File: src/rtl/cfg_txn_pkg.sv
package cfg_txn_pkg;
  localparam int unsigned DW = 32;
  localparam int unsigned AW = 8;

  localparam logic [AW-1:0] OFF_DATA = 8'hA0;
  localparam logic [AW-1:0] OFF_CTRL = 8'hA4;
  localparam logic [AW-1:0] OFF_STAT = 8'hA8;

  // bits dropped when the command word is stored
  localparam logic [DW-1:0] CTRL_DROP = 32'h800C_0000;

  localparam logic [DW-1:0] MB_VOLT = 32'd3300000;

  typedef enum logic [5:0] {
    FN_OSC  = 6'd1,
    FN_VOLT = 6'd2,
    FN_MUX  = 6'd7,
    FN_OFF  = 6'd8,
    FN_BOOT = 6'd9,
    FN_DVI  = 6'd11
  } fn_e;

  typedef struct packed {
    logic        go;
    logic        wr;
    logic [3:0]  ctl;
    logic [5:0]  fn;
    logic [1:0]  rsv;
    logic [1:0]  site;
    logic [3:0]  pos;
    logic [11:0] dev;
  } cmd_t;

  function automatic logic [DW-1:0] mb_osc_rst(int unsigned idx);
    if (idx == 0) return 32'd50000000;
    if (idx == 1) return 32'd23750000;
    return 32'd24000000;
  endfunction
endpackage

File: src/rtl/cfg_cmd_decode.sv
module cfg_cmd_decode
  import cfg_txn_pkg::*;
#(
  parameter int unsigned MB_OSC = 6,
  parameter int unsigned DB_OSC = 3,
  parameter int unsigned DB_VS  = 2,
  localparam int unsigned NOSC  = MB_OSC + DB_OSC,
  localparam int unsigned OIW   = (NOSC > 1) ? $clog2(NOSC) : 1,
  localparam int unsigned VIW   = (DB_VS > 1) ? $clog2(DB_VS) : 1
) (
  input  cmd_t           cmd_i,
  output logic           ok_o,
  output logic           osc_sel_o,
  output logic [OIW-1:0] osc_idx_o,
  output logic           volt_mb_o,
  output logic [VIW-1:0] volt_idx_o,
  output logic           off_o,
  output logic           boot_o
);
  logic route_ok, hit, at_mb, at_db, mb_dev0;
  int unsigned dev;

  always_comb begin
    dev      = 32'(cmd_i.dev);
    at_mb    = (cmd_i.site == 2'd0);
    at_db    = (cmd_i.site == 2'd1);
    mb_dev0  = at_mb && (cmd_i.dev == '0);
    route_ok = (cmd_i.ctl == '0) && (cmd_i.pos == '0) && (at_mb || at_db);
    hit        = 1'b0;
    osc_sel_o  = 1'b0;
    osc_idx_o  = '0;
    volt_mb_o  = 1'b0;
    volt_idx_o = '0;
    off_o      = 1'b0;
    boot_o     = 1'b0;
    case (cmd_i.fn)
      FN_OSC: begin
        if (at_mb && dev < MB_OSC) begin
          hit = 1'b1; osc_sel_o = 1'b1; osc_idx_o = OIW'(dev);
        end else if (at_db && dev < DB_OSC) begin
          hit = 1'b1; osc_sel_o = 1'b1; osc_idx_o = OIW'(MB_OSC + dev);
        end
      end
      FN_VOLT: begin
        if (!cmd_i.wr) begin
          if (mb_dev0) begin
            hit = 1'b1; volt_mb_o = 1'b1;
          end else if (at_db && dev < DB_VS) begin
            hit = 1'b1; volt_idx_o = VIW'(dev);
          end
        end
      end
      FN_MUX, FN_DVI: hit = cmd_i.wr && mb_dev0;
      FN_OFF: begin
        hit = cmd_i.wr && mb_dev0; off_o = hit;
      end
      FN_BOOT: begin
        hit = cmd_i.wr && mb_dev0; boot_o = hit;
      end
      default: hit = 1'b0;
    endcase
    ok_o = route_ok && hit;
  end
endmodule

File: src/rtl/cfg_osc_bank.sv
module cfg_osc_bank
  import cfg_txn_pkg::*;
#(
  parameter int unsigned MB_OSC = 6,
  parameter int unsigned DB_OSC = 3,
  parameter logic [DB_OSC*DW-1:0] DB_OSC_RST = {32'd33333333, 32'd40000000, 32'd60000000},
  localparam int unsigned NOSC = MB_OSC + DB_OSC,
  localparam int unsigned OIW  = (NOSC > 1) ? $clog2(NOSC) : 1
) (
  input  logic           clk_i,
  input  logic           rst_ni,
  input  logic           we_i,
  input  logic [OIW-1:0] idx_i,
  input  logic [DW-1:0]  wdata_i,
  output logic [DW-1:0]  rdata_o
);
  logic [DW-1:0] ent_q [NOSC];

  for (genvar g = 0; g < NOSC; g++) begin : g_ent
    localparam logic [DW-1:0] RV = (g < MB_OSC) ? mb_osc_rst(g)
                                                : DB_OSC_RST[((g >= MB_OSC) ? (g - MB_OSC) : 0)*DW +: DW];
    always_ff @(posedge clk_i or negedge rst_ni) begin
      if (!rst_ni) ent_q[g] <= RV;
      else if (we_i && (32'(idx_i) == g)) ent_q[g] <= wdata_i;
    end
  end

  always_comb begin
    rdata_o = '0;
    for (int i = 0; i < NOSC; i++) begin
      if (32'(idx_i) == i) rdata_o = ent_q[i];
    end
  end
endmodule

File: src/rtl/cfg_volt_src.sv
module cfg_volt_src
  import cfg_txn_pkg::*;
#(
  parameter int unsigned DB_VS = 2,
  parameter logic [DB_VS*DW-1:0] DB_VOLT = {32'd1000000, 32'd900000},
  localparam int unsigned VIW = (DB_VS > 1) ? $clog2(DB_VS) : 1
) (
  input  logic           mb_i,
  input  logic [VIW-1:0] idx_i,
  output logic [DW-1:0]  val_o
);
  always_comb begin
    val_o = '0;
    if (mb_i) val_o = MB_VOLT;
    else begin
      for (int i = 0; i < DB_VS; i++) begin
        if (32'(idx_i) == i) val_o = DB_VOLT[i*DW +: DW];
      end
    end
  end
endmodule

File: src/rtl/cfg_txn_engine.sv
module cfg_txn_engine
  import cfg_txn_pkg::*;
#(
  parameter int unsigned MB_OSC = 6,
  parameter int unsigned DB_OSC = 3,
  parameter int unsigned DB_VS  = 2,
  parameter logic [DB_OSC*32-1:0] DB_OSC_RST = {32'd33333333, 32'd40000000, 32'd60000000},
  parameter logic [DB_VS*32-1:0]  DB_VOLT    = {32'd1000000, 32'd900000},
  localparam int unsigned NOSC = MB_OSC + DB_OSC,
  localparam int unsigned OIW  = (NOSC > 1) ? $clog2(NOSC) : 1,
  localparam int unsigned VIW  = (DB_VS > 1) ? $clog2(DB_VS) : 1
) (
  input  logic        clk_i,
  input  logic        rst_ni,
  input  logic        board_en_i,
  input  logic        wr_i,
  input  logic [7:0]  addr_i,
  input  logic [31:0] wdata_i,
  output logic [31:0] rdata_o,
  output logic        shutdown_o,
  output logic        reboot_o
);
  logic [DW-1:0] data_q, ctrl_q;
  logic [1:0]    stat_q;
  logic          off_q, boot_q;

  logic          acc, wr_data, wr_ctrl, wr_stat, txn;
  cmd_t          cmd;
  logic          ok, osc_sel, volt_mb, dec_off, dec_boot;
  logic [OIW-1:0] osc_idx;
  logic [VIW-1:0] volt_idx;
  logic [DW-1:0] osc_val, volt_val, rd_val;
  logic          osc_we;

  assign acc     = wr_i && board_en_i;
  assign wr_data = acc && (addr_i == OFF_DATA);
  assign wr_ctrl = acc && (addr_i == OFF_CTRL);
  assign wr_stat = acc && (addr_i == OFF_STAT);
  assign cmd     = cmd_t'(wdata_i);
  assign txn     = wr_ctrl && cmd.go;

  cfg_cmd_decode #(.MB_OSC(MB_OSC), .DB_OSC(DB_OSC), .DB_VS(DB_VS)) i_dec (
    .cmd_i      (cmd),
    .ok_o       (ok),
    .osc_sel_o  (osc_sel),
    .osc_idx_o  (osc_idx),
    .volt_mb_o  (volt_mb),
    .volt_idx_o (volt_idx),
    .off_o      (dec_off),
    .boot_o     (dec_boot)
  );

  assign osc_we = txn && cmd.wr && ok && osc_sel;

  cfg_osc_bank #(.MB_OSC(MB_OSC), .DB_OSC(DB_OSC), .DB_OSC_RST(DB_OSC_RST)) i_osc (
    .clk_i   (clk_i),
    .rst_ni  (rst_ni),
    .we_i    (osc_we),
    .idx_i   (osc_idx),
    .wdata_i (data_q),
    .rdata_o (osc_val)
  );

  cfg_volt_src #(.DB_VS(DB_VS), .DB_VOLT(DB_VOLT)) i_volt (
    .mb_i  (volt_mb),
    .idx_i (volt_idx),
    .val_o (volt_val)
  );

  assign rd_val = osc_sel ? osc_val : volt_val;

  always_ff @(posedge clk_i or negedge rst_ni) begin
    if (!rst_ni) begin
      data_q <= '0;
      ctrl_q <= '0;
      stat_q <= '0;
      off_q  <= 1'b0;
      boot_q <= 1'b0;
    end else begin
      if (wr_data) data_q <= wdata_i;
      else if (txn && !cmd.wr && ok) data_q <= rd_val;
      if (wr_ctrl) ctrl_q <= wdata_i & ~CTRL_DROP;
      if (txn) stat_q <= {~ok, 1'b1};
      else if (wr_stat) stat_q <= wdata_i[1:0];
      off_q  <= txn && cmd.wr && ok && dec_off;
      boot_q <= txn && cmd.wr && ok && dec_boot;
    end
  end

  always_comb begin
    rdata_o = '0;
    if (board_en_i) begin
      case (addr_i)
        OFF_DATA: rdata_o = data_q;
        OFF_CTRL: rdata_o = ctrl_q;
        OFF_STAT: rdata_o = {30'd0, stat_q};
        default:  rdata_o = '0;
      endcase
    end
  end

  assign shutdown_o = off_q;
  assign reboot_o   = boot_q;
endmodule

File: config.mk
export PLATFORM = sky130hd
export DESIGN_NAME = cfg_txn_engine
export DESIGN_NICKNAME = d
export VERILOG_FILES = /design/src/rtl/cfg_txn_pkg.sv /design/src/rtl/cfg_cmd_decode.sv /design/src/rtl/cfg_osc_bank.sv /design/src/rtl/cfg_volt_src.sv /design/src/rtl/cfg_txn_engine.sv
export SDC_FILE = /design/constraint.sdc
export NUM_CORES = 1
export LEC_CHECK = 0
export BUFFER_PORTS_ARGS = -buffer_cell sky130_fd_sc_hd__buf_2
export CORE_MARGIN = 10
export CORE_UTILIZATION = 40
export CTS_CLUSTER_SIZE = 25
export DETAILED_ROUTE_END_ITERATION = 10
export PLACE_DENSITY = 0.61
export SLEW_MARGIN = 15
export SYNTH_ARGS = -nofsm -noshare
export SYNTH_HDL_FRONTEND = slang
export SYNTH_HIERARCHICAL = 1
export SYNTH_SLANG_ARGS = --single-unit
File: constraint.sdc
create_clock -name clk_i -period 3.3 [get_ports clk_i]
set_clock_uncertainty 0.1 [all_clocks]
set_input_delay 0.33 -clock clk_i [delete_from_list [all_inputs] [get_ports clk_i]]
set_output_delay 0.33 -clock clk_i [all_outputs]
set_load 0.02 [all_outputs]
# Word-level counts from Yosys, hierarchy flattened

Cells that the tools add are included.

Flip-flop bits (word level): 353
Latch bits: 0
Bits in writable memories: 0
Bits in read-only memories: 0
Input bits: 44
Memories: 0

Add/sub/neg operators: 1
Multiply operators: 0
Divide/modulo/power cells: 0
Magnitude comparators: 3
Equal/unequal tests: 18
Shift-type cells: 0
Multiplexer cells: 37
Bitwise logic cells: 1
Reduce and logical (&&, ||, !) cells: 39

Operators with widths:

| kind                  | count |
|---|---|
| $mux W32              | 13 |
| $pmux W32 S3          | 1 |
| $logic_and A1 B1 Y1   | 29 |
| $eq A8 B8 Y1 const B  | 3 |
| $lt A12 B2 Y1 const B | 2 |
| $mux W22              | 1 |
| $eq A6 B4 Y1 const B  | 3 |
| $mux W18              | 1 |
| $eq A4 B3 Y1 const B  | 4 |
| $mux W1               | 15 |
| $logic_not A12 Y1     | 1 |
| $logic_not A4 Y1      | 3 |
| $lt A12 B3 Y1 const B | 1 |
| $mux W4               | 3 |
| $eq A4 B2 Y1 const B  | 2 |
| $eq A6 B1 Y1 const B  | 1 |
| $eq A6 B2 Y1 const B  | 1 |
| $eq A6 B3 Y1 const B  | 1 |
| $add A3 B4 Y4 const A | 1 |
| $eq A4 B1 Y1 const B  | 1 |
| $eq A4 B4 Y1 const B  | 1 |
| $mux W2               | 2 |
| $reduce_bool A2 Y1    | 2 |
| $reduce_or A4 Y1      | 1 |
| 6 further kinds       | 6 |

# Longest topological paths before layout

Gate-level depths: netlist of run 1.

Depth after elaboration: 18
Depth in mapped cells: 16
Depth with buffers taken out: 11

# Hierarchy

The synthesis of run 1 kept the hierarchy.

By module, submodules not included:

| module         | times used | cells an instance | area each (µm²) | sequential area each (µm²) |
|---|---|---|---|---|
| cfg_osc_bank   | 1          | 1084              | 13887.1         | 7325.8 |
| cfg_txn_engine | 1          | 314               | 3724.8          | 1626.6 |
| cfg_cmd_decode | 1          | 49                | 387.9           | 0.0 |
| cfg_volt_src   | 1          | 34                | 236.5           | 0.0 |

# Worst setup path before layout of run 1

Ideal clock, no wire load.

Path type: input-to-reg
Start point: input port wdata_i[23]
End point: register data_q[19]
Setup time: 0.143 ns
Data arrival time: 2.916 ns
Data required time: 3.057 ns
Path slack: 0.141 ns
Stages: 13
Path through: nor4_4 > nand4_2 > a211oi_2 > and2_2 > buf_2 > buf_2 > buf_2 > mux2_2 > a222oi_1 > o21ai_0 > mux2_2 > o22ai_1 > a2bb2oi_2

Elaborated cells on any way between the ends: 36

RTL lines:

| element                | RTL line             | RTL |
|---|---|---|
| start: declaration     | cfg_txn_engine.sv:18 | `input logic [31:0] wdata_i,` |
| $eq A6 B1 Y1           | cfg_cmd_decode.sv:36 | `case (cmd_i.fn)` |
| $mux W1                | cfg_cmd_decode.sv:36 |  |
| net osc_sel            | cfg_txn_engine.sv:29 | `logic ok, osc_sel, volt_mb, dec_off, dec_boot;` |
| $mux W32               | cfg_txn_engine.sv:70 | `assign rd_val = osc_sel ? osc_val : volt_val;` |
| $mux W32               | cfg_txn_engine.sv:81 | `else if (txn && !cmd.wr && ok) data_q <= rd_val;` |
| $mux W32               | cfg_txn_engine.sv:80 | `if (wr_data) data_q <= wdata_i;` |
| end signal: assignment | cfg_txn_engine.sv:80 |  |
| end signal: assignment | cfg_txn_engine.sv:81 |  |
| end: declaration       | cfg_txn_engine.sv:23 | `logic [DW-1:0] data_q, ctrl_q;` |

The timed path passes the listed nets, and every way through them passes these cells. The select of a mux whose other input is x is not followed.
A chain may end at the register's enable or synchronous reset.

# Final worst setup path of run 1

Start point: input port wdata_i[13]
End point: register i_osc/ent_q[102] in the netlist's numbering

Word-level cells in the longest chain between the ends: 7

RTL lines:

| element                           | RTL line             | RTL |
|---|---|---|
| $logic_not A4 Y1                  | cfg_cmd_decode.sv:28 | `route_ok = (cmd_i.ctl == '0) && (cmd_i.pos == '0) && (at_mb \|\| at_db);` |
| $logic_and A1 B1 Y1 (2 in series) | cfg_cmd_decode.sv:28 |  |
| $logic_and A1 B1 Y1               | cfg_cmd_decode.sv:62 | `ok_o = route_ok && hit;` |
| net ok                            | cfg_txn_engine.sv:29 |  |
| $logic_and A1 B1 Y1 (2 in series) | cfg_txn_engine.sv:53 | `assign osc_we = txn && cmd.wr && ok && osc_sel;` |
| net osc_we                        | cfg_txn_engine.sv:33 | `logic osc_we;` |
| $logic_and A1 B1 Y1               | cfg_osc_bank.sv:24   | `else if (we_i && (32'(idx_i) == g)) ent_q[g] <= wdata_i;` |
| end signal: indexed assignment    | cfg_osc_bank.sv:24   |  |
| end: declaration                  | cfg_osc_bank.sv:17   | `logic [DW-1:0] ent_q [NOSC];` |

The timed path passes the listed nets, and every way through them passes these cells.

==> results of run 1 <==
state kept, by name, summed over array words and instances (netlist names):
name         cells
ctrl_q          29
i_osc/ent_q    288
stat_q           2
data_q          32
reboot_o         1
shutdown_o       1
cells by family (layout without fill, tap and decap cells):
logic type | Yosys count | count (layout)
xor+xnor | 3 | 3
buf+inv | 178 | 351
flops | 353 | 353
fa+ha+maj | 1 | 1
simple gates | 214 | 214
compound gates | 357 | 357
other cells | 2 | 17
mux | 373 | 373
per-layer routing:
layer  up-vias  wire length (um)
li1       5793                 -
met5         -                 0
met3        74              3770
met4         0              1150
met1      6897             24900
met2       481             26500
synthesized netlist by cell type (7+ instances only):
cell type	n	share of area
mux2i_1	14	0.0077
nor3_1	7	0.0019
a2bb2oi_1	21	0.010
o22ai_1	68	0.023
a2bb2oi_2	30	0.025
nand2b_1	62	0.021
nor2_1	59	0.012
mux2_2	329	0.20
dfstp_2	95	0.14
inv_1	31	0.0064
o21ai_0	49	0.013
a31oi_1	21	0.0072
mux2_4	30	0.025
dfrtp_1	258	0.35
nor2b_1	11	0.0038
a21oi_1	39	0.011
a222oi_1	25	0.014
buf_4	31	0.013
clkbuf_1	54	0.011
buf_2	48	0.013
buf_1	7	0.0014
o21a_1	21	0.0086
a22oi_1	31	0.013
a22o_1	21	0.010
nand2_1	15	0.0031
per-stage QoR:
stage | util | setup TNS (ps)
after floorplan | - | 0
after global placement | 0.453 | -38470
after detailed placement | 0.453 | -48280
after CTS | 0.484 | 0
after global routing | 0.484 | 0
final | 0.484 | 0
final cells by class:
type | instances | share of cell area
Sequential cell | 353 | 0.409
Multi-Input combinational cell | 965 | 0.391
Timing Repair Buffer | 250 | 0.0982
Clock buffer | 58 | 0.0544
Tap cell | 600 | 0.0343
Clock inverter | 12 | 0.00755
Inverter | 31 | 0.00532
power groups by stage:
stage / Clock [W] / Sequential, W / Combinational (W)
6_report: 0.00461 / 0.00445 / 0.000328
5_1_grt: 0.00484 / 0.00445 / 0.000356
4_1_cts: 0.00467 / 0.00445 / 0.000330
3_5_place_dp: 0 / 0.00452 / 0.000323
3_3_place_gp: 0 / 0.00452 / 0.000319
2_1_floorplan: 0 / 0.00448 / 0.000115
worst max-delay path by stage:
stage                start                            to  slack, ps  cells after the start
2_1_floorplan  wdata_i[23]        data_q[19]$_DFFE_PN0P_        140                     13
3_3_place_gp   wdata_i[23]  i_osc/ent_q[103]$_DFFE_PN0P_       -220                     14
3_5_place_dp   wdata_i[23]  i_osc/ent_q[110]$_DFFE_PN0P_       -250                     14
4_1_cts        wdata_i[13]  i_osc/ent_q[110]$_DFFE_PN0P_        150                     14
5_1_grt        wdata_i[13]  i_osc/ent_q[102]$_DFFE_PN0P_         60                     14
6_report       wdata_i[13]  i_osc/ent_q[102]$_DFFE_PN0P_        170                     14
what timing repair did:
action / 4_1_cts / 5_1_grt
setup endpoints to repair: 0 / 5
resized for setup: 0 / 1
hold buffers: 7 / 0
endpoints found under the hold margin: 52 / 0
critical path: cells and delay by family:
family,cells,cell delay [ps]
AND/OR/NAND/NOR,7,1330
buffers and inverters,5,1250
multiplexers,1,360
AO/OA/AOI/OAI,1,200
==> insert_results.sql, run 1 <==
INSERT INTO impl_metrics (metric_group, metric, value, unit) VALUES
('synthesis', 'yosys.area_share.xor_xnor', '0.00144', ''),
('routing', 'drcViolationCount', '0', ''),
('power_and_ir_drop', 'design_power_total', '0.00939', 'W'),
('min_path', 'holdCritStartpoint', 'wdata_i[31]', ''),
('status', 'outcome', 'finished, final reports clean', ''),
('cells_and_area', 'antenna-diode-count', '0', ''),
('routing', 'drt_wl_total', '56.2', 'mm'),
('power_and_ir_drop', 'power_per_cell_area', '429', 'nW/um^2'),
('clock_tree', 'cts_root_buffer', 'clkbuf_16', ''),
('synthesis', 'area_fraction_in_and_or_nand_and_nor_cells_after_synthesis', '0.0714', ''),
('synthesis', 'synth_edf_count', '0', ''),
('routing', 'ant_nets', '0', ''),
('floorplanning', 'placeableCoreArea', '45200', 'sq um'),
('synthesis', 'main_combinational_cell_family_by_area_after_synthesis', 'multiplexers', ''),
('cells_and_area', 'commonest_non_fill_non_tap_cell_in_the_layout', 'mux2_2', ''),
('routing', 'route.detailed.vias_per_inst', '5.84', ''),
('grt', 'grt_first_pass_wirelength', '85.8', 'mm'),
('power_and_ir_drop', 'power_frac_clock', '0.491', ''),
('grt', 'grtUsageMet2', '0.328', ''),
('critical_path', 'critical_path.reg2reg.startpoint', 'i_osc/ent_q[228]$_DFFE_PN1P_', ''),
('clock_tree', 'worst_skew_pair.late_latency', '540', 'ps'),
('power_and_ir_drop', 'internal-power', '0.00729', 'W'),
('timing', 'worst_pin_slew', '761', 'ps'),
('placed_design', 'io_buffer_count', '77', ''),
('power_and_ir_drop', 'switchingPower', '0.00210', 'W'),
('grt', 'grt_overflow', '0', ''),
('critical_path', 'critPathArrivalTime', '3460', 'ps'),
('synthesis', 'synth_cell_types', '72', ''),
('timing', 'setup_viol', '0', ''),
('grt', 'globalRouteMet3Util', '0.0388', ''),
('floorplanning', 'design.die.area', '54500', 'sq um'),
('critical_path', 'critical_path_peak_fanout', '16', ''),
('floorplanning', 'placement_rows', '78', ''),
('cells_and_area', 'final_net_count', '1685', ''),
('grt', 'maximum_number_of_pins_on_one_net_before_global_route_repair', '74', ''),
('routing', 'wire_per_inst', '24.8', 'um'),
('power_and_ir_drop', 'max-vdd-ir-drop', '440', 'uV'),
('critical_path', 'worst_setup_start_kind', 'input port', ''),
('placed_design', 'dp_worst_setup_slack', '-254', 'ps'),
('flow_run', 'drv.max_cap_violation_count', '0', ''),
('synthesis', 'synthFlopType', 'dfrtp_1', ''),
('routing', 'dr.pass1.iters', '5', ''),
('clock_tree', 'cts_post_setup_buffers_inserted', '0', ''),
('clock_tree', 'tritoncts_buffers', '39', ''),
('synthesis', 'seq_area_frac_synth', '0.491', ''),
('power_and_ir_drop', 'power_leakage', '9.75', 'nW'),
('synthesis', 'synth_area', '18200', 'sq um'),
('clock_tree', 'tritoncts', 'yes', ''),
('synthesis', 'synth-warning-count', '6', ''),
('cells_and_area', 'instances_no_fill', '2269', ''),
('cells_and_area', 'final_layout_size_suffix_gt1_frac', '0.497', ''),
('floorplanning', 'dieHeight', '234', 'um'),
('cells_and_area', 'multi_input_comb_area', '8570', 'sq um'),
('grt', 'gr-max-usage-layer', 'met2', ''),
('clock_tree', 'clkSinkCount', '353', ''),
('critical_path', 'critical-path-max-stage-delay', '530', 'ps'),
('floorplanning', 'initial_core_util', '0.404', ''),
('routing', 'drt-initial-drc-count', '1140', ''),
('placed_design', 'gpl.final_weighted_congestion', '0.849', ''),
('power_and_ir_drop', 'share_comb_of_total_power', '0.035', ''),
('clock_tree', 'clkTransAtPathRegs', '60', 'ps'),
('placed_design', 'placedInstanceArea', '20500', 'sq um'),
('synthesis', 'synth_async_sr_flop_share', '1.00', ''),
('timing', 'setup_repair_after_global_routing_missed_its_margin', 'no', ''),
('floorplanning', 'floorplan.io_pins', '78', ''),
('power_and_ir_drop', 'switching_share', '0.223', ''),
('cells_and_area', 'fillerInstances', '3961', ''),
('timing', 'period_minus_slack', '3130', 'ps'),
('timing', 'clock.fmax', '320', 'MHz'),
('timing', 'final_hold_viol_count', '0', ''),
('clock_tree', 'clk_path_buf_depth', '3', '');
No activity file was read; power rests on OpenSTA's default activity.
==> inputs of run 2 (changes only) <==
CORE_UTILIZATION = 43   (was 40)
PLACE_DENSITY = 0.64   (was 0.61)
SKIP_LAST_GASP = 1   (was default)
==> insert_results.sql, run 2 (synthesis gave the netlist of run 1 again) <==
INSERT INTO impl_metrics (metric_group, metric, value, unit) VALUES
('status', 'outcome', 'finished, final reports clean', ''),
('timing', 'period_minus_slack', '3130', 'ps'),
('clock_tree', 'h-tree-depth', '2', ''),
('power_and_ir_drop', 'max-vdd-ir-drop', '384', 'uV'),
('cells_and_area', 'final_layout_size_suffix_gt1_frac', '0.496', ''),
('cells_and_area', 'instances_no_fill', '2207', ''),
('critical_path', 'critPathArrivalTime', '3480', 'ps'),
('grt', 'maximum_number_of_pins_on_one_net_before_global_route_repair', '95', ''),
('timing', 'final_hold_viol_count', '0', ''),
('grt', 'antenna_violations_before_repair', '0', ''),
('timing', 'setup_ws', '175', 'ps'),
('grt', 'grt_usage', '0.214', ''),
('floorplanning', 'initial_core_util', '0.435', ''),
('floorplanning', 'design.die.area', '51000', 'sq um'),
('clock_tree', 'clkSinkCount', '353', ''),
('cells_and_area', 'layout_common_cells', 'mux2_2, dfrtp_1, buf_4, dfstp_2, buf_2', ''),
('grt', 'grt_overflow', '0', ''),
('clock_tree', 'worst_skew_pair.late_latency', '540', 'ps'),
('routing', 'route.detailed.vias_per_inst', '6.03', ''),
('critical_path', 'crit_type', 'in -> reg', ''),
('critical_path', 'kind_of_capture_point_of_the_worst_setup_path', 'flop', ''),
('clock_tree', 'clk_path_buf_depth', '3', ''),
('placed_design', 'place.detailed.hpwl', '37.0', 'mm'),
('clock_tree', 'cts_root_buffer', 'clkbuf_16', ''),
('placed_design', 'placedCellCount', '2134', ''),
('floorplanning', 'dieHeight', '226', 'um'),
('placed_design', 'io_buffer_count', '77', ''),
('cells_and_area', 'utilization', '0.515', ''),
('floorplanning', 'placement_rows', '75', ''),
('critical_path', 'worst_setup_start_kind', 'input port', ''),
('cells_and_area', 'reg.largest.list', 'i_osc/ent_q x288, data_q x32, ctrl_q x29', ''),
('cells_and_area', 'max_ffs_per_register', '288', ''),
('cells_and_area', 'layout.cell_area.non_filler', '21600', 'sq um'),
('placed_design', 'placedInstanceArea', '20300', 'sq um'),
('routing', 'drt_wl_total', '54.6', 'mm'),
('timing', 'report.final.slew_viol_count', '0', ''),
('routing', 'detailed_route_via_count', '13317', ''),
('routing', 'dr.pass1.iters', '7', ''),
('placed_design', 'gpl.final_weighted_congestion', '0.872', ''),
('timing', 'clock.fmax', '320', 'MHz'),
('flow_run', 'drv.max_cap_violation_count', '0', ''),
('placed_design', 'dp_worst_setup_slack', '-316', 'ps'),
('power_and_ir_drop', 'power_per_cell_area', '420', 'nW/um^2'),
('routing', 'drcViolationCount', '0', ''),
('floorplanning', 'floorplan.io_pins', '78', ''),
('critical_path', 'worst-endpoint-required', '3660', 'ps'),
('clock_tree', 'cts_post_setup_buffers_inserted', '0', ''),
('floorplanning', 'placeableCoreArea', '41900', 'sq um'),
('cells_and_area', 'commonest_non_fill_non_tap_cell_in_the_layout', 'mux2_2', ''),
('critical_path', 'critical_path_peak_fanout', '18', ''),
('grt', 'number_of_global_route_vias_before_repair', '13798', ''),
('cells_and_area', 'layout-area-overhead-vs-synth', '18.6', '%'),
('grt', 'grt_first_pass_wirelength', '84.4', 'mm'),
('clock_tree', 'tritoncts', 'yes', ''),
('timing', 'timing.slew.headroom', '0.474', ''),
('cells_and_area', 'antenna-diode-count', '0', ''),
('timing', 'setup_repair_after_global_routing_missed_its_margin', 'no', ''),
('routing', 'wire_per_inst', '24.7', 'um'),
('routing', 'drt-initial-drc-count', '1095', ''),
('cells_and_area', 'final_net_count', '1684', ''),
('cells_and_area', 'registers.top_by_ff_count', 'i_osc/ent_q', ''),
('floorplanning', 'die_width', '226', 'um'),
('timing', 'worst_pin_slew', '789', 'ps'),
('timing', 'hold_ws', '26.6', 'ps'),
('clock_tree', 'clkTransAtPathRegs', '60', 'ps'),
('timing', 'setup_viol', '0', ''),
('min_path', 'hold_path.class', 'in -> reg', ''),
('clock_tree', 'tritoncts_buffers', '38', ''),
('routing', 'ant_nets', '0', ''),
('power_and_ir_drop', 'power_leakage', '9.68', 'nW'),
('timing', 'period_share', '0.947', '');
## run 2: path summary, 6_finish.rpt
path                                                    from                      endpoint  slack [ps]  cells past startpoint
worst max-delay path                              wdata_i[4]         data_q[3]$_DFFE_PN0P_         170                     14
worst min-delay path                             wdata_i[12]        ctrl_q[12]$_DFFE_PN0P_          30                      2
worst max register to register  i_osc/ent_q[271]$_DFFE_PN1P_        data_q[15]$_DFFE_PN0P_        1250                      8
worst min register to register  i_osc/ent_q[212]$_DFFE_PN0P_  i_osc/ent_q[212]$_DFFE_PN0P_         390                      1
max in group asynchronous                             rst_ni  i_osc/ent_q[182]$_DFFE_PN1P_        1860                      3
min in group asynchronous                             rst_ni         ctrl_q[3]$_DFFE_PN0P_         310                      2
## run 2: layout make-up
type / instances / area [sq um]
inverters: 31 / 116
repair buffers: 250 / 2050
flip-flops and latches: 353 / 8950
clock buffers: 60 / 1190
clock inverters: 9 / 78.8
fillers: 3533 / 20300
multi-input cells: 965 / 8560
well taps: 539 / 674
## run 2: report_power, final
group	switching (W)	total [W]	internal (W)	leakage (nW)
combinational	0.000199	0.000320	0.000121	4.48
sequential	0.0000874	0.00445	0.00436	4.58
clock	0.00175	0.00431	0.00255	0.626
## run 2: critical path: stages
cell	delay, ps
buf_2	110
nor4b_2	420
nand4_2	280
a211oi_4	290
and2_4	240
buf_4	290
buf_4	180
mux2i_1	80
o22ai_1	140
o311ai_0	190
a221oi_1	450
mux2_2	230
o22ai_1	70
a2bb2oi_2	160
## run 2: per-layer routing
metal  vias up  global-route usage  routed length, um
met5         -                   0                  0
met4         0              0.0730               1610
met3       102              0.0365               3500
met2       520               0.344              25700
met1      6896               0.286              23800
li1       5799                   -                  -
## run 2: per-stage QoR
step	power, W	TNS [ps]
floorplan	0.00459	0
global placement	0.00483	-32830
detailed placement	0.00484	-39350
CTS	0.00915	0
global route	0.00935	0
finish	0.00908	0
## run 2: repair_timing
action | CTS | global route
gates resized for setup | 0 | 0
hold endpoints to repair | 70 | 0
hold buffers | 4 | 0
==> inputs of run 3 (changes only) <==
CORE_MARGIN = 4   (was 10)
==> insert_results.sql, run 3 (synthesis gave the netlist of run 1 again) <==
INSERT INTO impl_metrics (metric_group, metric, value, unit) VALUES
('power_and_ir_drop', 'power_leakage', '9.70', 'nW'),
('timing', 'timing.slew.headroom', '0.373', ''),
('cells_and_area', 'antenna-diode-count', '0', ''),
('routing', 'drt_wl_total', '52.0', 'mm'),
('cells_and_area', 'reg.largest.list', 'i_osc/ent_q x288, data_q x32, ctrl_q x29', ''),
('timing', 'setup_repair_after_global_routing_missed_its_margin', 'no', ''),
('min_path', 'end_point_of_the_worst_hold_path', 'ctrl_q[12]$_DFFE_PN0P_', ''),
('routing', 'dr.pass1.iters', '5', ''),
('placed_design', 'place.detailed.hpwl', '35.5', 'mm'),
('routing', 'route.detailed.vias_per_inst', '5.92', ''),
('critical_path', 'rr_worst_depth', '6', ''),
('floorplanning', 'placeableCoreArea', '41900', 'sq um'),
('floorplanning', 'design.die.area', '45800', 'sq um'),
('timing', 'period_minus_slack', '3130', 'ps'),
('grt', 'antenna_violations_before_repair', '0', ''),
('timing', 'report.final.slew_viol_count', '0', ''),
('floorplanning', 'floorplan.io_pins', '78', ''),
('grt', 'grt_usage', '0.225', ''),
('cells_and_area', 'max_ffs_per_register', '288', ''),
('clock_tree', 'h-tree-depth', '2', ''),
('clock_tree', 'tritoncts', 'yes', ''),
('critical_path', 'critical_path_peak_fanout', '6', ''),
('clock_tree', 'worst_skew_pair.late_latency', '540', 'ps'),
('critical_path', 'worst-endpoint-required', '3610', 'ps'),
('timing', 'hold_ws', '17.7', 'ps'),
('timing', 'worst_pin_slew', '941', 'ps'),
('clock_tree', 'clkSinkCount', '353', ''),
('clock_tree', 'cts_root_buffer', 'clkbuf_16', ''),
('cells_and_area', 'layout-area-overhead-vs-synth', '19.0', '%'),
('critical_path', 'cp_top_family', 'buffers and inverters', ''),
('routing', 'detailed_route_via_count', '13066', ''),
('floorplanning', 'initial_core_util', '0.435', ''),
('status', 'outcome', 'finished, final reports clean', ''),
('cells_and_area', 'layout_common_cells', 'mux2_2, dfrtp_1, buf_4, dfstp_2, buf_2', ''),
('critical_path', 'worst_setup_start_kind', 'input port', ''),
('clock_tree', 'clkTransAtPathRegs', '60', 'ps'),
('floorplanning', 'dieHeight', '214', 'um'),
('critical_path', 'critical-path-max-stage-delay', '520', 'ps'),
('clock_tree', 'cts_post_setup_buffers_inserted', '0', ''),
('grt', 'number_of_global_route_vias_before_repair', '13733', ''),
('critical_path', 'endpoint_of_the_lowest_slack_register_to_register_path', 'data_q[21]$_DFFE_PN0P_', ''),
('critical_path', 'crit_type', 'in -> reg', ''),
('cells_and_area', 'layout.cell_area.non_filler', '21700', 'sq um'),
('grt', 'grt_overflow', '0', ''),
('critical_path', 'timing.reg2reg.setup_slack', '1190', 'ps'),
('clock_tree', 'clk_path_buf_depth', '3', ''),
('power_and_ir_drop', 'max-vdd-ir-drop', '342', 'uV'),
('critical_path', 'cell_mode_on_critical_path', 'buf_4', ''),
('critical_path', 'kind_of_capture_point_of_the_worst_setup_path', 'flop', ''),
('min_path', 'holdCritStartpoint', 'wdata_i[12]', ''),
('placed_design', 'gpl.final_weighted_congestion', '0.879', ''),
('cells_and_area', 'registers.top_by_ff_count', 'i_osc/ent_q', ''),
('routing', 'drcViolationCount', '0', ''),
('cells_and_area', 'final_net_count', '1682', ''),
('timing', 'period_share', '0.949', ''),
('critical_path', 'crit_chain', 'dlygate4sd3_1 > buf_2 > nor4_1 > nand2_1 > nor4_1 > buf_4 > o311a_1 > nand4_1 > nor2_1 > buf_4 > nand2_1 > buf_4 > nor2_4 > buf_4 > mux2_2', ''),
('routing', 'wire_per_inst', '23.6', 'um'),
('floorplanning', 'die_width', '214', 'um'),
('grt', 'grt_first_pass_wirelength', '81.7', 'mm'),
('routing', 'ant_nets', '0', ''),
('critical_path', 'critical_path.slowest_cell', 'dlygate4sd3_1', ''),
('min_path', 'hold_path.class', 'in -> reg', ''),
('timing', 'final_hold_viol_count', '0', ''),
('cells_and_area', 'final_layout_size_suffix_gt1_frac', '0.493', ''),
('timing', 'clock.fmax', '319', 'MHz'),
('cells_and_area', 'fillerInstances', '3516', ''),
('clock_tree', 'tritoncts_buffers', '38', ''),
('grt', 'maximum_number_of_pins_on_one_net_before_global_route_repair', '103', ''),
('floorplanning', 'placement_rows', '75', ''),
('critical_path', 'critical_path.n_buffers_inverters', '6', ''),
('cells_and_area', 'commonest_non_fill_non_tap_cell_in_the_layout', 'mux2_2', ''),
('power_and_ir_drop', 'power_per_cell_area', '427', 'nW/um^2'),
('flow_run', 'drv.max_cap_violation_count', '0', ''),
('timing', 'setup_viol', '0', ''),
('critical_path', 'critical_path.reg2reg.startpoint', 'i_osc/ent_q[85]$_DFFE_PN0P_', ''),
('placed_design', 'io_buffer_count', '77', ''),
('critical_path', 'critPathArrivalTime', '3440', 'ps'),
('min_path', 'min_delay_path_depth', '2', ''),
('routing', 'drt-initial-drc-count', '966', ''),
('placed_design', 'placedInstanceArea', '20300', 'sq um');
==> run 3: cell count changes in the layout (fill, tap and decap cells not counted) <==
cell           previous run  this run
bufinv_16                 1         5
buf_4                   141       134
inv_8                     1         0
buf_12                   28        30
a221oi_2                  0         1
clkinv_2                  6         8
dlygate4sd3_1             4         7
clkinvlp_4                1         0
a221oi_1                  5         4
clkbuf_1                 10        12
clkbuf_8                  9         4
==> run 3: cell type report <==
cell class,instances,area (sq um),area share
Inverter,31,116,0.00536
Timing Repair Buffer,248,2070,0.0955
Clock inverter,13,190,0.00877
Clock buffer,57,1130,0.0519
Multi-Input combinational cell,965,8570,0.395
Tap cell,539,674,0.0311
Sequential cell,353,8950,0.413
==> run 3: worst register-to-register path, delay by kind of cell (launching register included) <==
kind               cells  cell delay, ps
DFF                    1             390
muxes                  1             370
AOI/OAI and AO/OA      5            1130
==> run 3: repair_timing <==
item                                    CTS  global route
hold endpoints to repair                 58             0
hold buffers                              7             0
gates resized for setup                   0             1
endpoints found under the setup margin    0             1
==> run 3: metrics by stage <==
stage	instances	total power, W	util	setup slack [ps]	TNS, ps
finish	2206	0.00927	0.517	169	0
global placement	2129	0.00483	0.484	-519	-25970
global route	2206	0.00958	0.517	19.6	0
CTS	2206	0.00934	0.517	91.6	0
detailed placement	2129	0.00484	0.484	-465	-32440
floorplan	1496	0.00459	-	141	0
==> run 3: how the worst max path moves through the flow <==
stage / endpoint / cells after the start / from
after floorplan: data_q[19]$_DFFE_PN0P_ / 13 / wdata_i[23]
after global placement: data_q[16]$_DFFE_PN0P_ / 14 / wdata_i[23]
after detailed placement: data_q[16]$_DFFE_PN0P_ / 14 / wdata_i[23]
after CTS: data_q[16]$_DFFE_PN0P_ / 14 / wdata_i[23]
after global routing: data_q[17]$_DFFE_PN0P_ / 15 / wdata_i[23]
final: i_osc/ent_q[76]$_DFFE_PN0P_ / 15 / wdata_i[13]
==> run 3: per-layer routing <==
metal  share of wire  up-vias  routed length (um)  track usage
li1                -     5802                   -            -
met1            0.43     6716               22600        0.300
met2            0.47      440               24300        0.363
met3           0.063      108                3260       0.0477
met4           0.036        0                1880       0.0830
met5               0        -                   0            0
==> run 3: where the power goes <==
part | internal, W | total (W) | switching, W | leakage, nW
Clock | 0.00275 | 0.00450 | 0.00174 | 0.650
Sequential | 0.00436 | 0.00445 | 0.0000863 | 4.58
Combinational | 0.000128 | 0.000319 | 0.000192 | 4.47
Total | 0.00725 | 0.00927 | 0.00202 | 9.70
